### config.mk
export PLATFORM = sky130hd
export DESIGN_NAME = indirect_reg_bridge
export DESIGN_NICKNAME = d
export VERILOG_FILES = /design/src/rtl/ibr_pkg.sv /design/src/rtl/ibr_window.sv /design/src/rtl/ibr_sequencer.sv /design/src/rtl/ibr_regfile.sv /design/src/rtl/indirect_reg_bridge.sv
export SDC_FILE = /design/constraint.sdc
export NUM_CORES = 1
export LEC_CHECK = 0
export ABC_AREA = 1
export BUFFER_PORTS_ARGS = -buffer_cell sky130_fd_sc_hd__buf_2
export CAP_MARGIN = 20
export CELL_PAD_IN_SITES_DETAIL_PLACEMENT = 2
export CELL_PAD_IN_SITES_GLOBAL_PLACEMENT = 2
export CORE_MARGIN = 2
export CORE_UTILIZATION = 37
export CTS_CLUSTER_SIZE = 25
export DETAILED_ROUTE_END_ITERATION = 7
export PLACE_DENSITY = 0.85
export SKIP_CTS_REPAIR_TIMING = 1
export SYNTH_ARGS = -nofsm -noshare
export SYNTH_HDL_FRONTEND = slang
export SYNTH_SLANG_ARGS = --single-unit
### constraint.sdc
create_clock -name clk -period 2.8 [get_ports clk]
set_clock_uncertainty 0.05 [all_clocks]
set_input_delay 0.14 -clock clk [delete_from_list [all_inputs] [get_ports clk]]
set_output_delay 0.14 -clock clk [all_outputs]
set_load 0.02 [all_outputs]
### src/rtl/ibr_pkg.sv
// Package: shared encodings of the indirect register bridge.
// Assumes a 16-bit host window with eight slots.
package ibr_pkg;

    localparam int WORD_W = 16;
    localparam int NUM_DATA = 4;

    // host window slot offsets
    localparam logic [2:0] OFF_STATUS = 3'd0;
    localparam logic [2:0] OFF_REV    = 3'd1;
    localparam logic [2:0] OFF_ADDR   = 3'd2;
    localparam logic [2:0] OFF_DATA0  = 3'd3;

    // block type codes in the address word
    localparam logic [3:0] TYPE_PORT   = 4'd1;
    localparam logic [3:0] TYPE_CLKGEN = 4'd2;
    localparam logic [3:0] TYPE_TIMER  = 4'd3;
    localparam logic [3:0] TYPE_GLOBAL = 4'd9;

    // fields of an accepted address word that the sequencer keeps
    typedef struct packed {
        logic [3:0] blk_type;
        logic [3:0] inst;
        logic       is_read;
        logic [1:0] param;
        logic [1:0] idx;
    } ibr_target_t;

endpackage

### src/rtl/ibr_window.sv
// Module: host-facing window of the bridge.
// Holds the status control bits, the address register and the four data
// registers, builds the revision word, and gates address writes with busy.
// Assumes host writes take effect on the rising edge where host_wr is high.
module ibr_window
    import ibr_pkg::*;
#(
    parameter int BOARD_REV = 5,
    parameter int MAJOR_REV = 2,
    parameter int MINOR_REV = 7
) (
    input  logic                       clk,
    input  logic                       rst_n,
    input  logic                       host_wr,
    input  logic [2:0]                 host_off,
    input  logic [WORD_W-1:0]          host_wdata,
    output logic [WORD_W-1:0]          host_rdata,
    input  logic                       audio_present,
    input  logic                       busy,
    input  logic                       rd_load,
    input  logic [WORD_W-1:0]          rd_word,
    output logic                       launch,
    output ibr_target_t                launch_tgt,
    output logic [NUM_DATA*WORD_W-1:0] data_flat,
    output logic                       quad_mode,
    output logic                       glob_rst_n,
    output logic                       codec_rst_n
);

    logic [WORD_W-1:0] addr_q;
    logic [WORD_W-1:0] data_q [NUM_DATA];
    logic [2:0]        ctrl_q;     // {codec_rst_n, glob_rst_n, quad_mode}
    logic [WORD_W-1:0] rev_word;
    logic              wr_status;
    logic              wr_addr;

    assign wr_status = host_wr && (host_off == OFF_STATUS);
    assign wr_addr   = host_wr && (host_off == OFF_ADDR);
    assign launch    = wr_addr && !busy;

    assign launch_tgt.blk_type = host_wdata[15:12];
    assign launch_tgt.inst     = host_wdata[11:8];
    assign launch_tgt.is_read  = host_wdata[7];
    assign launch_tgt.param    = host_wdata[3:2];
    assign launch_tgt.idx      = host_wdata[1:0];

    assign rev_word = {~audio_present, 3'(BOARD_REV), 4'd0,
                       4'(MAJOR_REV), 4'(MINOR_REV)};

    assign quad_mode   = ctrl_q[0];
    assign glob_rst_n  = ctrl_q[1];
    assign codec_rst_n = ctrl_q[2];

    // Purpose: keep the writable status control bits.
    always_ff @(posedge clk) begin
        if (!rst_n) begin
            ctrl_q <= '0;
        end else if (wr_status) begin
            ctrl_q <= host_wdata[4:2];
        end
    end

    // Purpose: store an address word only when it starts a transaction.
    always_ff @(posedge clk) begin
        if (!rst_n) begin
            addr_q <= '0;
        end else if (launch) begin
            addr_q <= host_wdata;
        end
    end

    // Purpose: host writes to data registers; a read result wins on slot 0.
    always_ff @(posedge clk) begin
        if (!rst_n) begin
            for (int k = 0; k < NUM_DATA; k++) begin
                data_q[k] <= '0;
            end
        end else begin
            for (int k = 0; k < NUM_DATA; k++) begin
                if (host_wr && (host_off == 3'(int'(OFF_DATA0) + k))) begin
                    data_q[k] <= host_wdata;
                end
            end
            if (rd_load) begin
                data_q[0] <= rd_word;
            end
        end
    end

    // Purpose: flatten data registers for the sequencer snapshot.
    always_comb begin
        for (int k = 0; k < NUM_DATA; k++) begin
            data_flat[k*WORD_W +: WORD_W] = data_q[k];
        end
    end

    // Purpose: combinational read mux over the window slots.
    always_comb begin
        host_rdata = '0;
        case (host_off)
            OFF_STATUS: host_rdata = {11'd0, ctrl_q, 1'b0, busy};
            OFF_REV:    host_rdata = rev_word;
            OFF_ADDR:   host_rdata = addr_q;
            3'd3:       host_rdata = data_q[0];
            3'd4:       host_rdata = data_q[1];
            3'd5:       host_rdata = data_q[2];
            3'd6:       host_rdata = data_q[3];
            default:    host_rdata = '0;
        endcase
    end

    // an address write during busy leaves the address register alone
    a_r5_addr_held_busy: assert property (@(posedge clk) disable iff (!rst_n)
        (wr_addr && busy) |=> $stable(addr_q));

    // data register 0 changes only through a host write or a read result
    a_r8_data0_quiet: assert property (@(posedge clk) disable iff (!rst_n)
        (!(host_wr && host_off == OFF_DATA0) && !rd_load) |=> $stable(data_q[0]));

    // control pins change only after a status write
    a_r3_ctrl_hold: assert property (@(posedge clk) disable iff (!rst_n)
        !wr_status |=> ($stable(quad_mode) && $stable(glob_rst_n) && $stable(codec_rst_n)));

endmodule

### src/rtl/ibr_sequencer.sv
// Module: transaction sequencer.
// Snapshots the target fields and data words on launch, holds busy for
// BUSY_CYCLES cycles, and issues one write or read strobe as busy ends.
// Assumes launch is never raised while busy (the window gates it).
module ibr_sequencer
    import ibr_pkg::*;
#(
    parameter int BUSY_CYCLES = 4
) (
    input  logic                       clk,
    input  logic                       rst_n,
    input  logic                       launch,
    input  ibr_target_t                launch_tgt,
    input  logic [NUM_DATA*WORD_W-1:0] data_flat,
    output logic                       busy,
    output logic                       commit_wr,
    output logic                       commit_rd,
    output ibr_target_t                tgt,
    output logic [NUM_DATA*WORD_W-1:0] wdata
);

    localparam int CNT_W = $clog2(BUSY_CYCLES + 1);

    logic [CNT_W-1:0] cnt_q;
    logic             last_cycle;

    assign busy       = (cnt_q != '0);
    assign last_cycle = (cnt_q == CNT_W'(1));
    assign commit_wr  = last_cycle && !tgt.is_read;
    assign commit_rd  = last_cycle && tgt.is_read;

    // Purpose: count the busy window down from launch.
    always_ff @(posedge clk) begin
        if (!rst_n) begin
            cnt_q <= '0;
        end else if (launch) begin
            cnt_q <= CNT_W'(BUSY_CYCLES);
        end else if (busy) begin
            cnt_q <= cnt_q - CNT_W'(1);
        end
    end

    // Purpose: freeze the target and data words of the running transaction.
    always_ff @(posedge clk) begin
        if (!rst_n) begin
            tgt   <= '0;
            wdata <= '0;
        end else if (launch) begin
            tgt   <= launch_tgt;
            wdata <= data_flat;
        end
    end

    // a launch raises busy on the next cycle
    a_r4_launch_busy: assert property (@(posedge clk) disable iff (!rst_n)
        launch |=> busy);

    // the window never launches while busy
    a_r5_no_launch_busy: assert property (@(posedge clk) disable iff (!rst_n)
        launch |-> !busy);

    // busy is gone right after the commit strobe
    a_r4_commit_ends_busy: assert property (@(posedge clk) disable iff (!rst_n)
        (commit_wr || commit_rd) |=> !busy);

    // at most one strobe per transaction, and only while busy
    a_r4_strobe_in_busy: assert property (@(posedge clk) disable iff (!rst_n)
        (commit_wr || commit_rd) |-> (busy && $onehot0({commit_wr, commit_rd})));

endmodule

### src/rtl/ibr_regfile.sv
// Module: behavioural internal register bank.
// Decodes type/instance/parameter, commits wide writes in one cycle and
// returns one 16-bit word of the selected register by word index.
// Assumes wr_en is a single-cycle strobe from the sequencer.
module ibr_regfile
    import ibr_pkg::*;
#(
    parameter int NUM_CLKGEN = 3
) (
    input  logic                       clk,
    input  logic                       rst_n,
    input  logic                       wr_en,
    input  ibr_target_t                tgt,
    input  logic [NUM_DATA*WORD_W-1:0] wdata,
    output logic [WORD_W-1:0]          rdata,
    output logic                       relay_out
);

    localparam int REG_W = NUM_DATA * WORD_W;

    logic              relay_q;
    logic [4:0]        porten_q;
    logic [REG_W-1:0]  stamp_q;
    logic [1:0]        src_arr   [NUM_CLKGEN];
    logic [31:0]       ratio_arr [NUM_CLKGEN];

    logic              hit_relay;
    logic              hit_porten;
    logic              hit_stamp;
    logic              global_inst1;
    logic [REG_W-1:0]  sel_val;
    logic [2:0]        sel_words;

    assign global_inst1 = (tgt.blk_type == TYPE_GLOBAL) && (tgt.inst == 4'd1);
    assign hit_relay    = global_inst1 && (tgt.param == 2'd0);
    assign hit_porten   = global_inst1 && (tgt.param == 2'd1);
    assign hit_stamp    = (tgt.blk_type == TYPE_TIMER) && (tgt.inst == 4'd1)
                          && (tgt.param == 2'd1);
    assign relay_out    = relay_q;

    // Purpose: relay and port-enable registers of the global block.
    always_ff @(posedge clk) begin
        if (!rst_n) begin
            relay_q  <= 1'b0;
            porten_q <= '0;
        end else if (wr_en) begin
            if (hit_relay)  relay_q  <= wdata[0];
            if (hit_porten) porten_q <= wdata[4:0];
        end
    end

    // Purpose: 64-bit timestamp register, all four words at once.
    always_ff @(posedge clk) begin
        if (!rst_n) begin
            stamp_q <= '0;
        end else if (wr_en && hit_stamp) begin
            stamp_q <= wdata;
        end
    end

    // One source select and one ratio register per clock generator.
    for (genvar g = 0; g < NUM_CLKGEN; g++) begin : g_clkgen
        logic        inst_hit;
        logic [1:0]  src_q;
        logic [31:0] ratio_q;

        assign inst_hit = (tgt.blk_type == TYPE_CLKGEN) && (tgt.inst == 4'(g + 1));

        // Purpose: write this generator's registers when addressed.
        always_ff @(posedge clk) begin
            if (!rst_n) begin
                src_q   <= '0;
                ratio_q <= '0;
            end else if (wr_en && inst_hit) begin
                if (tgt.param == 2'd1) src_q   <= wdata[1:0];
                if (tgt.param == 2'd2) ratio_q <= wdata[31:0];
            end
        end

        assign src_arr[g]   = src_q;
        assign ratio_arr[g] = ratio_q;
    end

    // Purpose: pick the addressed register and its width in words.
    always_comb begin
        sel_val   = '0;
        sel_words = 3'd0;
        if (hit_relay) begin
            sel_val   = REG_W'(relay_q);
            sel_words = 3'd1;
        end else if (hit_porten) begin
            sel_val   = REG_W'(porten_q);
            sel_words = 3'd1;
        end else if (hit_stamp) begin
            sel_val   = stamp_q;
            sel_words = 3'd4;
        end else if (tgt.blk_type == TYPE_CLKGEN) begin
            for (int i = 0; i < NUM_CLKGEN; i++) begin
                if (tgt.inst == 4'(i + 1)) begin
                    if (tgt.param == 2'd1) begin
                        sel_val   = REG_W'(src_arr[i]);
                        sel_words = 3'd1;
                    end else if (tgt.param == 2'd2) begin
                        sel_val   = REG_W'(ratio_arr[i]);
                        sel_words = 3'd2;
                    end
                end
            end
        end
    end

    // Purpose: return the indexed word, zero past the register's width.
    always_comb begin
        if ({1'b0, tgt.idx} < sel_words) begin
            rdata = sel_val[tgt.idx*WORD_W +: WORD_W];
        end else begin
            rdata = '0;
        end
    end

    // without a commit strobe no internal register moves
    a_r6_hold_no_write: assert property (@(posedge clk) disable iff (!rst_n)
        !wr_en |=> ($stable(relay_q) && $stable(porten_q) && $stable(stamp_q)));

    // a write that hits nothing in the global block leaves it alone
    a_r9_unmapped_global: assert property (@(posedge clk) disable iff (!rst_n)
        (wr_en && !hit_relay && !hit_porten) |=> ($stable(relay_q) && $stable(porten_q)));

endmodule

### src/rtl/indirect_reg_bridge.sv
// Module: top of the indirect register access bridge.
// Connects the host window, the transaction sequencer and the internal
// register bank. Assumes a single clock and synchronous active-low reset.
module indirect_reg_bridge
    import ibr_pkg::*;
#(
    parameter int BUSY_CYCLES = 4,
    parameter int NUM_CLKGEN  = 3,
    parameter int BOARD_REV   = 5,
    parameter int MAJOR_REV   = 2,
    parameter int MINOR_REV   = 7
) (
    input  logic        clk,
    input  logic        rst_n,
    input  logic        host_wr,
    input  logic [2:0]  host_off,
    input  logic [15:0] host_wdata,
    output logic [15:0] host_rdata,
    input  logic        audio_present,
    output logic        quad_mode,
    output logic        glob_rst_n,
    output logic        codec_rst_n,
    output logic        relay_out
);

    logic                       busy;
    logic                       launch;
    ibr_target_t                launch_tgt;
    ibr_target_t                tgt;
    logic [NUM_DATA*WORD_W-1:0] data_flat;
    logic [NUM_DATA*WORD_W-1:0] wdata;
    logic                       commit_wr;
    logic                       commit_rd;
    logic [WORD_W-1:0]          rf_rdata;

    ibr_window #(
        .BOARD_REV (BOARD_REV),
        .MAJOR_REV (MAJOR_REV),
        .MINOR_REV (MINOR_REV)
    ) u_window (
        .clk           (clk),
        .rst_n         (rst_n),
        .host_wr       (host_wr),
        .host_off      (host_off),
        .host_wdata    (host_wdata),
        .host_rdata    (host_rdata),
        .audio_present (audio_present),
        .busy          (busy),
        .rd_load       (commit_rd),
        .rd_word       (rf_rdata),
        .launch        (launch),
        .launch_tgt    (launch_tgt),
        .data_flat     (data_flat),
        .quad_mode     (quad_mode),
        .glob_rst_n    (glob_rst_n),
        .codec_rst_n   (codec_rst_n)
    );

    ibr_sequencer #(
        .BUSY_CYCLES (BUSY_CYCLES)
    ) u_seq (
        .clk        (clk),
        .rst_n      (rst_n),
        .launch     (launch),
        .launch_tgt (launch_tgt),
        .data_flat  (data_flat),
        .busy       (busy),
        .commit_wr  (commit_wr),
        .commit_rd  (commit_rd),
        .tgt        (tgt),
        .wdata      (wdata)
    );

    ibr_regfile #(
        .NUM_CLKGEN (NUM_CLKGEN)
    ) u_regs (
        .clk       (clk),
        .rst_n     (rst_n),
        .wr_en     (commit_wr),
        .tgt       (tgt),
        .wdata     (wdata),
        .rdata     (rf_rdata),
        .relay_out (relay_out)
    );

    // the relay pin moves only at a write commit
    a_r7_relay_at_commit: assert property (@(posedge clk) disable iff (!rst_n)
        !commit_wr |=> $stable(relay_out));

endmodule

Yosys cells after proc, flatten, opt, wreduce, memory -nomap -nowiden
Memory sizes are Yosys's and may differ from the RTL's.
Cells that the tools add are included.
{"block": "totals", "output_inout_bits": 20, "inputBits": 23, "elab_cells": 132, "ff_bits": 271, "ram_bits": 64, "memories": 1}
{"block": "classes", "n_bitwise": 7, "magnitude_cmp": 1, "addsub": 1, "eq_ne": 15, "shifts": 1, "n_reduce_logical": 36, "n_mux": 51}
{"name": "u_window.data_q", "words": 4, "width": 16, "rd": 4, "rd_ports_with_merged_regs": 0, "wr": 4, "line_no": "ibr_window.sv:31", "source": "logic [WORD_W-1:0] data_q [NUM_DATA];"}
{"cell": "64-bit two-way mux", "n": 12}
{"cell": "16-bit case mux with 7 select lines", "n": 1}
{"cell": "16-bit two-way mux", "n": 6}
{"cell": "64-bit by 7-bit variable part select with 16-bit output", "n": 1}
{"cell": "3-bit two-way mux", "n": 14}
{"cell": "32-bit two-way mux", "n": 1}
{"cell": "1-bit logical AND", "n": 21}
{"cell": "4-bit by 2-bit equality test with 1-bit output (second input constant)", "n": 4}
{"cell": "1-bit two-way mux", "n": 16}
{"cell": "2-bit AND reduction", "n": 8}
{"cell": "3-bit equality test (second input constant)", "n": 3}
{"cell": "3-bit by 1-bit equality test with 1-bit output (second input constant)", "n": 2}
{"cell": "3-bit by 2-bit equality test with 1-bit output (second input constant)", "n": 2}
{"cell": "1-bit bitwise OR", "n": 5}
{"cell": "4-bit by 1-bit equality test with 1-bit output (second input constant)", "n": 1}
{"cell": "4-bit equality test (second input constant)", "n": 1}
{"cell": "3-bit logical NOT", "n": 1}
{"cell": "2-bit by 3-bit < comparator with 1-bit output", "n": 1}
{"cell": "3-bit nonzero test", "n": 1}
{"cell": "3-bit by 1-bit subtractor with 3-bit output (second input constant)", "n": 1}
{"cell": "2-bit by 1-bit equality test with 1-bit output (second input constant)", "n": 1}
{"cell": "2-bit equality test (second input constant)", "n": 1}
{"cell": "1-bit logical NOT", "n": 2}
{"cell": "2-bit logical NOT", "n": 1}
{"cell": "4 further kinds", "n": 5}

Logic depth before layout (Yosys ltp)
{"block": "depth", "word_depth": 17, "mapped_depth": 14, "ltp_nobuf": 13}

By module
A second synthesis with hierarchy kept.
{"block": "unflattened", "hier_cells": 1974, "area_unflattened_um2": 15021.9}
{"mod": "ibr_regfile", "seq_area_each_um2": 3443.3, "cells_per_inst": 1117, "instances": 1, "area_each_um2": 7826.3}
{"mod": "ibr_window", "seq_area_each_um2": 2302.2, "cells_per_inst": 493, "instances": 1, "area_each_um2": 4330.4}
{"mod": "ibr_sequencer", "seq_area_each_um2": 1601.5, "cells_per_inst": 364, "instances": 1, "area_each_um2": 2865.2}

Worst setup path after synthesis
OpenSTA, ideal clock, no wires.
{"block": "synth_path", "kind": "input to register", "start": "in host_off[1]", "end": "mem u_window.data_q[2][0], enable pin", "t_arrival_ps": 2108, "path_buffers": 2, "cell_stages": 7, "required_time_ps": 2339, "setup_slack_ps": 231, "cell_sequence": "clkbuf_2 > inv_1 > nand2_1 > nor2_1 > buf_2 > inv_1 > o21ai_0"}
{"item": "start, declared", "line_no": "indirect_reg_bridge.sv:16", "source": "input logic [2:0] host_off,"}
{"item": "end, declared", "line_no": "ibr_window.sv:31"}

==> results.toml <==
[outcome]
status = "complete, but fails checks"
violations = "negative setup slack"

[yosys]
synthesis.area_mm2 = 0.01397
synth_edf_count = 64
synthCells = 1815
ys_types = 40
synth.ff_latch_count = 322
syn_area_per_cell_um2 = 7.697
ys_seq_area_share_pct = 50.73
synth_ff_type = "dfxtp_1"
yosys_warnings = 0
synth_nets = 1842
async_flop_share_pct = 0

[global_route]
grt_pass1_vias = 14500
grt_max_degree = 97
grt_use_total_pct = 28.48
gr-total-overflow = 0
antenna_found_initial = 1
grt_pass1_wl_mm = 85.65

[clocking]
cts_tree = "done"
max-clock-path-buffers = 3
root_buffer = "clkbuf_16"
clkSinkCount = 322
numCtsBuffers = 37
htree_levels = 2
clock_latency_ps = 560
path_clk_slew_ps = 60

[critical_path]
worstSetupPathType = "flip-flop to flip-flop"
r2r_slack_ps = -4
endpoint_kind = "flip-flop"
path_max_fanout = 22
required_ps = 3150
startpoint_type = "flip-flop"
crit_arrival_ps = 3160

[sta]
tns_ps = -5.316
setup_viol = 2
slew-limit-headroom_pct = 22.43
period_needed_ps = 2804
slew_viol_final = 0
worst_pin_slew_ps = 1164
rsz0062_at_grt = "no"
holdWs_ps = 100.5
max_freq_mhz = 356.7
setup_ws_ps = -3.580
hold_viol_final = 0
min_period_over_period_pct = 100.1

[route]
wire_per_inst_um = 26.63
route.vias.total = 13920
drt_iter0_drc = 1174
post-route-drc-count = 0
totalWireLength_mm = 63.37
ant_nets = 0
via_per_inst = 5.848
firstDrtPassIters = 5

[final_layout]
post-route-util_pct = 42.92
fill_cells = 4130
layout.cells.most_common = "nand2_1"
syn2layout_area_growth_pct = 14.89
final_nets = 1866
drive_above_1_share_pct = 9.315
layout_common_cells = "nand2_1, dfxtp_1, o21ai_0"

[power_and_ir_drop]
power_leakage_nw = 6.181
powerDensity_mw_per_mm2 = 696.4
ir_worst_vdd_uv = 547.7
p_total_mw = 11.18

[floorplanning]
die_area_mm2 = 0.03933
start_util_pct = 37.36
core_area_mm2 = 0.03740
die_h_um = 198.3
row_count = 71
die_x_um = 198.3
ios = 43

[placement]
gp_congestion = 0.8767
hpwl_mm = 35.04
numPortBuffers = 42

[run]
maxCapViolations = 0

[hold_path]
worstHoldPathType = "input port to flip-flop"
synthesized netlist by cell type (all sizes together) (9+ instances only):
library cell | n | area (µm²)
nand2 | 300 | 1144
o21ai | 268 | 1341
dfxtp | 258 | 5165
inv | 214 | 805.8
a21oi | 201 | 1006
nor2 | 198 | 790.7
nand3 | 111 | 575.6
clkbuf | 78 | 294.0
edfxtp | 64 | 1922
buf | 41 | 259.0
o2111ai | 18 | 157.7
a221oi | 15 | 131.4
nand4 | 10 | 62.56
nor3 | 9 | 61.31
registers in the layout (all words and copies together), names as in the netlist, 5 cells and up:
register / flops
u_regs.stamp_q: 64
u_seq.wdata: 64
u_regs.porten_q: 5
u_regs.g_clkgen.src_q: 6
u_regs.g_clkgen.ratio_q: 96
u_window.addr_q: 15
u_window.data_q: 64
metrics by stage:
stage               worst slack, ps  instance area, µm²  cells
CTS                           258.5               15850   2359
floorplan                     230.8               13970   1815
global placement              412.8               14660   2291
detailed placement            339.5               14660   2291
finish                       -3.580               16050   2380
global route                  3.050               16050   2379
path summary, 6_finish.rpt:
| path | startpoint | end | depth (start not counted) |
|---|---|---|---|
| hold / removal | host_wr | u_window.ctrl_q[2] | 4 |
| setup reg to reg | u_window.addr_q[9] | u_window.data_q[0][9] | 12 |
| hold reg to reg | u_regs.g_clkgen[0].ratio_q[4] | u_regs.g_clkgen[0].ratio_q[4] | 2 |
| setup / recovery | u_window.addr_q[9] | u_window.data_q[0][9] | 12 |
metal layers:
metal  track usage, %  part of all wire (%)  up-vias
met5                0                     0        -
met4            11.67                   4.4        0
met3            3.679                   6.1      178
met2            49.34                    50      600
met1            35.75                    40     7093
li1                 -                     -     6047
report_power, final:
group	switching, mW	internal, mW	total (mW)
clock	2.17	2.82	4.99
combinational	0.832	0.274	1.11
sequential	0.194	4.88	5.08
total	3.20	7.98	11.2
final cells by class:
cell class	instances	area, µm²	area share, %
Sequential cell	322	7088	44.16
Multi-Input combinational cell	1159	5537	34.49
Clock buffer	57	1104	6.875
Inverter	215	809.5	5.043
Timing Repair Buffer	104	788.3	4.911
Tap cell	511	639.4	3.983
Clock inverter	11	83.83	0.5223
Antenna cell	1	2.502	0.01559
cells by family after synthesis:
kind of cell | after synthesis | share of synthesized area [%]
AOI/OAI and AO/OA | 524 | 20.05
xor gates and xnor gates | 1 | 0.06270
adders and majority gates | 4 | 0.3582
buffers and inverters | 334 | 9.753
DFF | 322 | 50.73
and+or+nand+nor | 630 | 19.05
worst max-delay path, cell delays in order (launching register included):
cell and delay [ps]:
dfxtp_1 380, inv_1 200, nand2_1 130, nor2_4 180, buf_4 350, nand2_4 170
nand2_1 130, nand2_1 70, nand2_1 180, nand3b_4 190, inv_2 270, nand3_1 200
nand2_1 130
Note: power is estimated with default switching activity, not from simulation.
